`config.mk`:
```
export PLATFORM = sky130hd
export DESIGN_NAME = xram_map_ctrl
export DESIGN_NICKNAME = d
export VERILOG_FILES = /design/src/rtl/xmap_pkg.sv /design/src/rtl/xmap_decode.sv /design/src/rtl/xmap_ram.sv /design/src/rtl/xram_map_ctrl.sv
export SDC_FILE = /design/constraint.sdc
export NUM_CORES = 2
export LEC_CHECK = 0
export CORE_MARGIN = 1.5
export CORE_UTILIZATION = 50
export CTS_CLUSTER_DIAMETER = 60
export DETAILED_ROUTE_END_ITERATION = 10
export PLACE_DENSITY = 0.75
export SLEW_MARGIN = 20
export SYNTH_ARGS = -nofsm -noshare
export SYNTH_HDL_FRONTEND = slang
export SYNTH_HIERARCHICAL = 1
export SYNTH_SLANG_ARGS = --single-unit
```
`constraint.sdc`:
```
create_clock -name clk_i -period 6.7 [get_ports clk_i]
set_input_delay 1.34 -clock clk_i [delete_from_list [all_inputs] [get_ports clk_i]]
set_output_delay 1.34 -clock clk_i [all_outputs]
set_load 0.01 [all_outputs]
```
`src/rtl/xmap_pkg.sv`:
```
package xmap_pkg;

  typedef enum logic {
    ROUTE_EXT = 1'b0,
    ROUTE_INT = 1'b1
  } route_e;

  typedef struct packed {
    logic   we;
    route_e route;
  } acc_ctl_t;

endpackage

```
`src/rtl/xmap_decode.sv`:
```
module xmap_decode
  import xmap_pkg::*;
#(
  parameter int ADDR_W = 16,
  parameter int RAM_AW = 8
) (
  input  logic [ADDR_W-1:0] addr_i,
  input  logic              map_en_i,
  output route_e            route_o
);

  localparam int TAG_W = ADDR_W - RAM_AW;

  logic hit;

  generate
    if (TAG_W == 0) begin : g_full
      assign hit = 1'b1;
    end else begin : g_top
      // window is the top 2**RAM_AW bytes of the space
      assign hit = &addr_i[ADDR_W-1:RAM_AW];
    end
  endgenerate

  assign route_o = (map_en_i && hit) ? ROUTE_INT : ROUTE_EXT;

endmodule

```
`src/rtl/xmap_ram.sv`:
```
module xmap_ram #(
  parameter int DATA_W = 8,
  parameter int AW     = 8
) (
  input  logic              clk_i,
  input  logic              we_i,
  input  logic [AW-1:0]     waddr_i,
  input  logic [DATA_W-1:0] wdata_i,
  input  logic [AW-1:0]     raddr_i,
  output logic [DATA_W-1:0] rdata_o
);

  localparam int DEPTH = 1 << AW;

  logic [DATA_W-1:0] mem [DEPTH];

  // no reset: contents survive rst_ni
  always_ff @(posedge clk_i) begin
    if (we_i) mem[waddr_i] <= wdata_i;
  end

  assign rdata_o = mem[raddr_i];


  ram_commit_chk: assert property (@(posedge clk_i)
    we_i |=> mem[$past(waddr_i)] == $past(wdata_i));

endmodule

```
`src/rtl/xram_map_ctrl.sv`:
```
module xram_map_ctrl
  import xmap_pkg::*;
#(
  parameter int ADDR_W = 16,
  parameter int DATA_W = 8,
  parameter int RAM_AW = 8
) (
  input  logic              clk_i,
  input  logic              rst_ni,
  input  logic              req_i,
  input  logic              we_i,
  input  logic [ADDR_W-1:0] addr_i,
  input  logic [DATA_W-1:0] wdata_i,
  input  logic              cfg_we_i,
  input  logic              cfg_wdata_i,
  input  logic [DATA_W-1:0] ext_rdata_i,
  output logic              map_en_o,
  output logic [DATA_W-1:0] rdata_o,
  output logic              rvalid_o,
  output logic [ADDR_W-1:0] ext_addr_o,
  output logic [DATA_W-1:0] ext_wdata_o,
  output logic              ext_rd_o,
  output logic              ext_wr_o
);

  logic              map_en_q;
  logic              acc_q;
  acc_ctl_t          ctl_q;
  logic [ADDR_W-1:0] addr_q;
  logic [DATA_W-1:0] wdata_q;
  logic              wr_go_q;
  logic              accept;
  logic              ext_act;
  route_e            route_d;
  logic [DATA_W-1:0] ram_rdata;

  assign map_en_o = map_en_q;
  assign accept   = req_i & ~acc_q;

  always_ff @(posedge clk_i or negedge rst_ni) begin
    if (!rst_ni)       map_en_q <= 1'b0;
    else if (cfg_we_i) map_en_q <= cfg_wdata_i;
  end

  xmap_decode #(
    .ADDR_W (ADDR_W),
    .RAM_AW (RAM_AW)
  ) i_decode (
    .addr_i   (addr_i),
    .map_en_i (map_en_q),
    .route_o  (route_d)
  );

  // access phase: acc_q marks the second cycle
  always_ff @(posedge clk_i or negedge rst_ni) begin
    if (!rst_ni) begin
      acc_q <= 1'b0;
      ctl_q <= '{we: 1'b0, route: ROUTE_EXT};
    end else begin
      acc_q <= accept;
      if (accept) ctl_q <= '{we: we_i, route: route_d};
    end
  end

  // commit stage is reset-free so a write already past its first cycle survives reset
  always_ff @(posedge clk_i) begin
    if (accept) begin
      addr_q  <= addr_i;
      wdata_q <= wdata_i;
    end
    wr_go_q <= accept & rst_ni & we_i & (route_d == ROUTE_INT);
  end

  xmap_ram #(
    .DATA_W (DATA_W),
    .AW     (RAM_AW)
  ) i_ram (
    .clk_i   (clk_i),
    .we_i    (wr_go_q),
    .waddr_i (addr_q[RAM_AW-1:0]),
    .wdata_i (wdata_q),
    .raddr_i (addr_q[RAM_AW-1:0]),
    .rdata_o (ram_rdata)
  );

  always_ff @(posedge clk_i or negedge rst_ni) begin
    if (!rst_ni) begin
      rvalid_o <= 1'b0;
      rdata_o  <= '0;
    end else begin
      rvalid_o <= acc_q & ~ctl_q.we;
      if (acc_q && !ctl_q.we)
        rdata_o <= (ctl_q.route == ROUTE_INT) ? ram_rdata : ext_rdata_i;
    end
  end

  assign ext_act     = acc_q & (ctl_q.route == ROUTE_EXT);
  assign ext_rd_o    = ext_act & ~ctl_q.we;
  assign ext_wr_o    = ext_act & ctl_q.we;
  assign ext_addr_o  = ext_act ? addr_q : '0;
  assign ext_wdata_o = ext_wr_o ? wdata_q : '0;


  map_cfg_chk: assert property (@(posedge clk_i) disable iff (!rst_ni)
    cfg_we_i |=> map_en_o == $past(cfg_wdata_i));


  ext_off_chk: assert property (@(posedge clk_i) disable iff (!rst_ni)
    (accept && !map_en_o) |=> ((ext_rd_o || ext_wr_o) && ext_addr_o == $past(addr_i)));


  int_no_bus_chk: assert property (@(posedge clk_i) disable iff (!rst_ni)
    (accept && route_d == ROUTE_INT) |=> (!ext_rd_o && !ext_wr_o && ext_addr_o == '0));


  read_lat_chk: assert property (@(posedge clk_i) disable iff (!rst_ni)
    (accept && !we_i) |=> ##1 rvalid_o);

endmodule

```
==> results.yml <==
power:
  powerDensity_mw_per_mm2: 297
  p_clk_share_pct: 41.5
  seqPwrFrac_pct: 53.7
  p_leak_nw: 27.8
  peakVddDrop_v: 0.000213
  switchingPower_mw: 5.69
  power_frac_comb_pct: 4.9
  switching_share_pct: 21.2
  intPower_mw: 21.2
finish:
  design_area_sq_mm: 0.0904
  area.growth.synth_to_final_pct: 11.6
  nets: 3985
  layout-drive-gt1-share_pct: 21.4
  stdcell_count: 6278
  fill_cells: 11403
hold_path:
  min_from: "rdata_o[6]"
  hp-class: "flip-flop to flip-flop"
  hold-path-endpoint: "rdata_o[6]"
  whs_path_depth: 1
clock_network:
  cts_buffer_depth: 3
  clock_sink_count: 2086
  clk_latency_ps: 840
  cts_root_buf: "clkbuf_16"
  cts_inserted_buffers: 200
  cts_tree: "done"
  cts_max_level: 4
  hold_buffers: 0
  postCtsSetupRepairBufs: 0
  cts_resized: 0
  cts.clk_slew.worst_paths_ps: 60
sta:
  setup_tns_ps: 0
  tightest_slew_ps: 1260
  finClkSkew_ps: 45.2
  rsz0062_at_grt: "no"
  finalMaxSlewViolations: 0
  slew_headroom_pct: 15.0
  whs_ps: 541
  max_freq_mhz: 202
  final-setup-viol-count: 0
  hold_viol_final: 0
  fin_crit_sh_pct: 74.0
  final.min_clock_period_ps: 4950
worst_setup_path:
  critPathTopFamily: "compound AO/OA/AOI/OAI gates"
  max_stage_delay_ps: 940
  rr_endpoint: "rdata_o[5]"
  cp_slowest_cell: "a221oi_1"
  critical_path.max_fanout: 60
  crit_chain: "buf_4 -> buf_12 -> mux4_2 -> a221oi_1 -> o32ai_1 -> nor3_1 -> nor4_1 -> mux2_4 -> mux2_4"
  critical_path_buf_inv_count: 2
  crit_path_start_kind: "flip-flop"
  crit_top_cell: "mux2_4"
  rrSetupSlack_ps: 1750
  rr_worst_depth: 9
  r2r_start: "addr_q[0]"
  crit_path_end_kind: "flip-flop"
  required_ps: 7410
  cp.arrival_ps: 5670
  crit_type: "flip-flop to flip-flop"
yosys:
  yosys.cell_types.count: 61
  yosysTopAreaCellShare_pct: 76.8
  ys_seq_elements: 2086
  yosysWarnings: 6
  synth-async-reset-ratio_pct: 0.623
  synth-edff-count: 2072
  synthesis.nets: 3859
  yosys.area.top_type: "edfxtp_1"
  synth_area_sq_mm: 0.0810
  yosysMostFrequentCell: "edfxtp_1"
  synthCells: 3821
  synthFlopType: "edfxtp_1"
  synth_area_leaders: "edfxtp_1 (77%), mux4_2 (13%), mux2i_1 (1.7%)"
  syn_avg_cell_area_sq_um: 21.2
  seq_area_frac_synth_pct: 77.2
  synth_commonest_cells: "edfxtp_1 (2072), mux4_2 (454), nor2_1 (282)"
drt:
  vias: 40712
  drt_iter0_drc: 5867
  drc_errors: 0
  wl_per_cell_microns: 31.4
  viasPerCell: 6.48
  antenna_left: 0
  wirelength_mm: 197
  first_pass_iters: 6
floorplanning:
  die_area_sq_mm: 0.164
  coreArea_sq_mm: 0.161
  initial_core_util_pct: 50.4
  rows: 147
  ioPinCount: 74
  die_y_microns: 405
  die_w_microns: 405
global_routing:
  top_usage_layer: "met2"
  grt_antenna_before_repair: 9
  grt_pass1_wl_mm: 284
  grt_pass1_vias: 40294
  grt_max_degree: 189
  grt.overflow.total: 0
  met3_usage_pct: 6.84
  use_met1_pct: 33.7
  grt_use_total_pct: 24.2
  met2_usage_pct: 36.6
placement:
  gp_congestion: 0.874
  dpl.cell_count: 5903
  dpl.hpwl_mm: 117
  placed_cell_area_sq_mm: 0.0838
  portBuffers: 73
flow_run:
  maxCapViolCount: 0
run_status:
  status: "finished, final reports clean"
==> stage by stage <==
stage / util (%) / setup slack [ps] / total power [mW]
global placement: 52.1 / 2120 / 15.9
detailed placement: 52.2 / 2120 / 16.0
global route: 56.2 / 1810 / 27.5
floorplan: - / 1570 / 15.5
finish: 56.2 / 1750 / 26.9
CTS: 56.2 / 1860 / 27.0
==> cell type report <==
cell class / count / area, sq um / area share (%)
antenna: 3 / 7.51 / 0.00831
clock buffer: 255 / 5330 / 5.90
clock inverter: 115 / 1180 / 1.31
inverter: 2 / 7.51 / 0.00831
multi-input combinational: 1495 / 17000 / 18.8
sequential: 2086 / 62600 / 69.2
tap: 2160 / 2700 / 2.99
timing repair buffer: 162 / 1590 / 1.76
==> power by group through the flow <==
stage	registers (mW)	logic (mW)	clock network [mW]
2_1_floorplan	14.8	0.712	0
4_1_cts	14.4	1.29	11.3
3_5_place_dp	14.7	1.28	0
3_3_place_gp	14.7	1.26	0
6_report	14.4	1.30	11.2
5_1_grt	14.4	1.36	11.8
==> cell families after synthesis <==
family,after synthesis,share of synthesized area [%]
simple gates,500,2.86
buf+inv,240,1.84
compound gates,385,3.36
flops,2086,77.2
mux,610,14.7
==> flip-flops by register name, summed over array words and instances, names as in the netlist <==
| name | count |
|---|---|
| i_ram/mem | 2048 |
| addr_q | 16 |
| rdata_o | 8 |
| wdata_q | 8 |
| ctl_q | 2 |
| acc_q | 1 |
| map_en_o | 1 |
| rvalid_o | 1 |
| wr_go_q | 1 |
==> worst register-to-register path, cell delays in order (launching register included) <==
cell and delay [ps]:
edfxtp_1 690, buf_4 370, buf_12 430, mux4_2 640, a221oi_1 940, o32ai_1 460
nor3_1 610, nor4_1 160, mux2_4 290, mux2_4 260
==> placed cells by master, fill, tap and decap left out, types with 23 or more instances in the layout <==
master / Yosys / layout
nand2_1: 34 / 34
clkinv_2: 0 / 41
mux2i_1: 134 / 134
clkbuf_1: 112 / 44
o22ai_1: 28 / 28
and2_1: 23 / 23
nor2_1: 282 / 279
a21oi_1: 96 / 96
clkbuf_16: 0 / 201
buf_4: 28 / 72
mux4_2: 454 / 454
nor2b_1: 34 / 29
a22oi_1: 133 / 133
nand3_1: 35 / 34
clkdlybuf4s50_1: 0 / 73
clkinv_1: 1 / 34
edfxtp_1: 2072 / 2072
o221ai_1: 46 / 46
==> worst max-delay path by stage <==
stage | startpoint | end | slack, ps | cells after the start
3_3_place_gp | addr_q[0] | rdata_o[5] | 2120 | 9
3_5_place_dp | addr_q[0] | rdata_o[5] | 2120 | 9
2_1_floorplan | wdata_q[0] | ext_wdata_o[0] | 1570 | 1
6_report | addr_q[0] | rdata_o[5] | 1750 | 9
4_1_cts | ctl_q[0] | ext_addr_o[3] | 1860 | 3
5_1_grt | ctl_q[0] | ext_addr_o[3] | 1810 | 3
==> layer usage <==
| metal | wire (microns) | vias up |
|---|---|---|
| met5 | 116 | - |
| met2 | 91800 | 2702 |
| li1 | - | 16271 |
| met3 | 23800 | 430 |
| met4 | 7600 | 13 |
| met1 | 74100 | 21296 |
(Power assumes the default switching activity.)
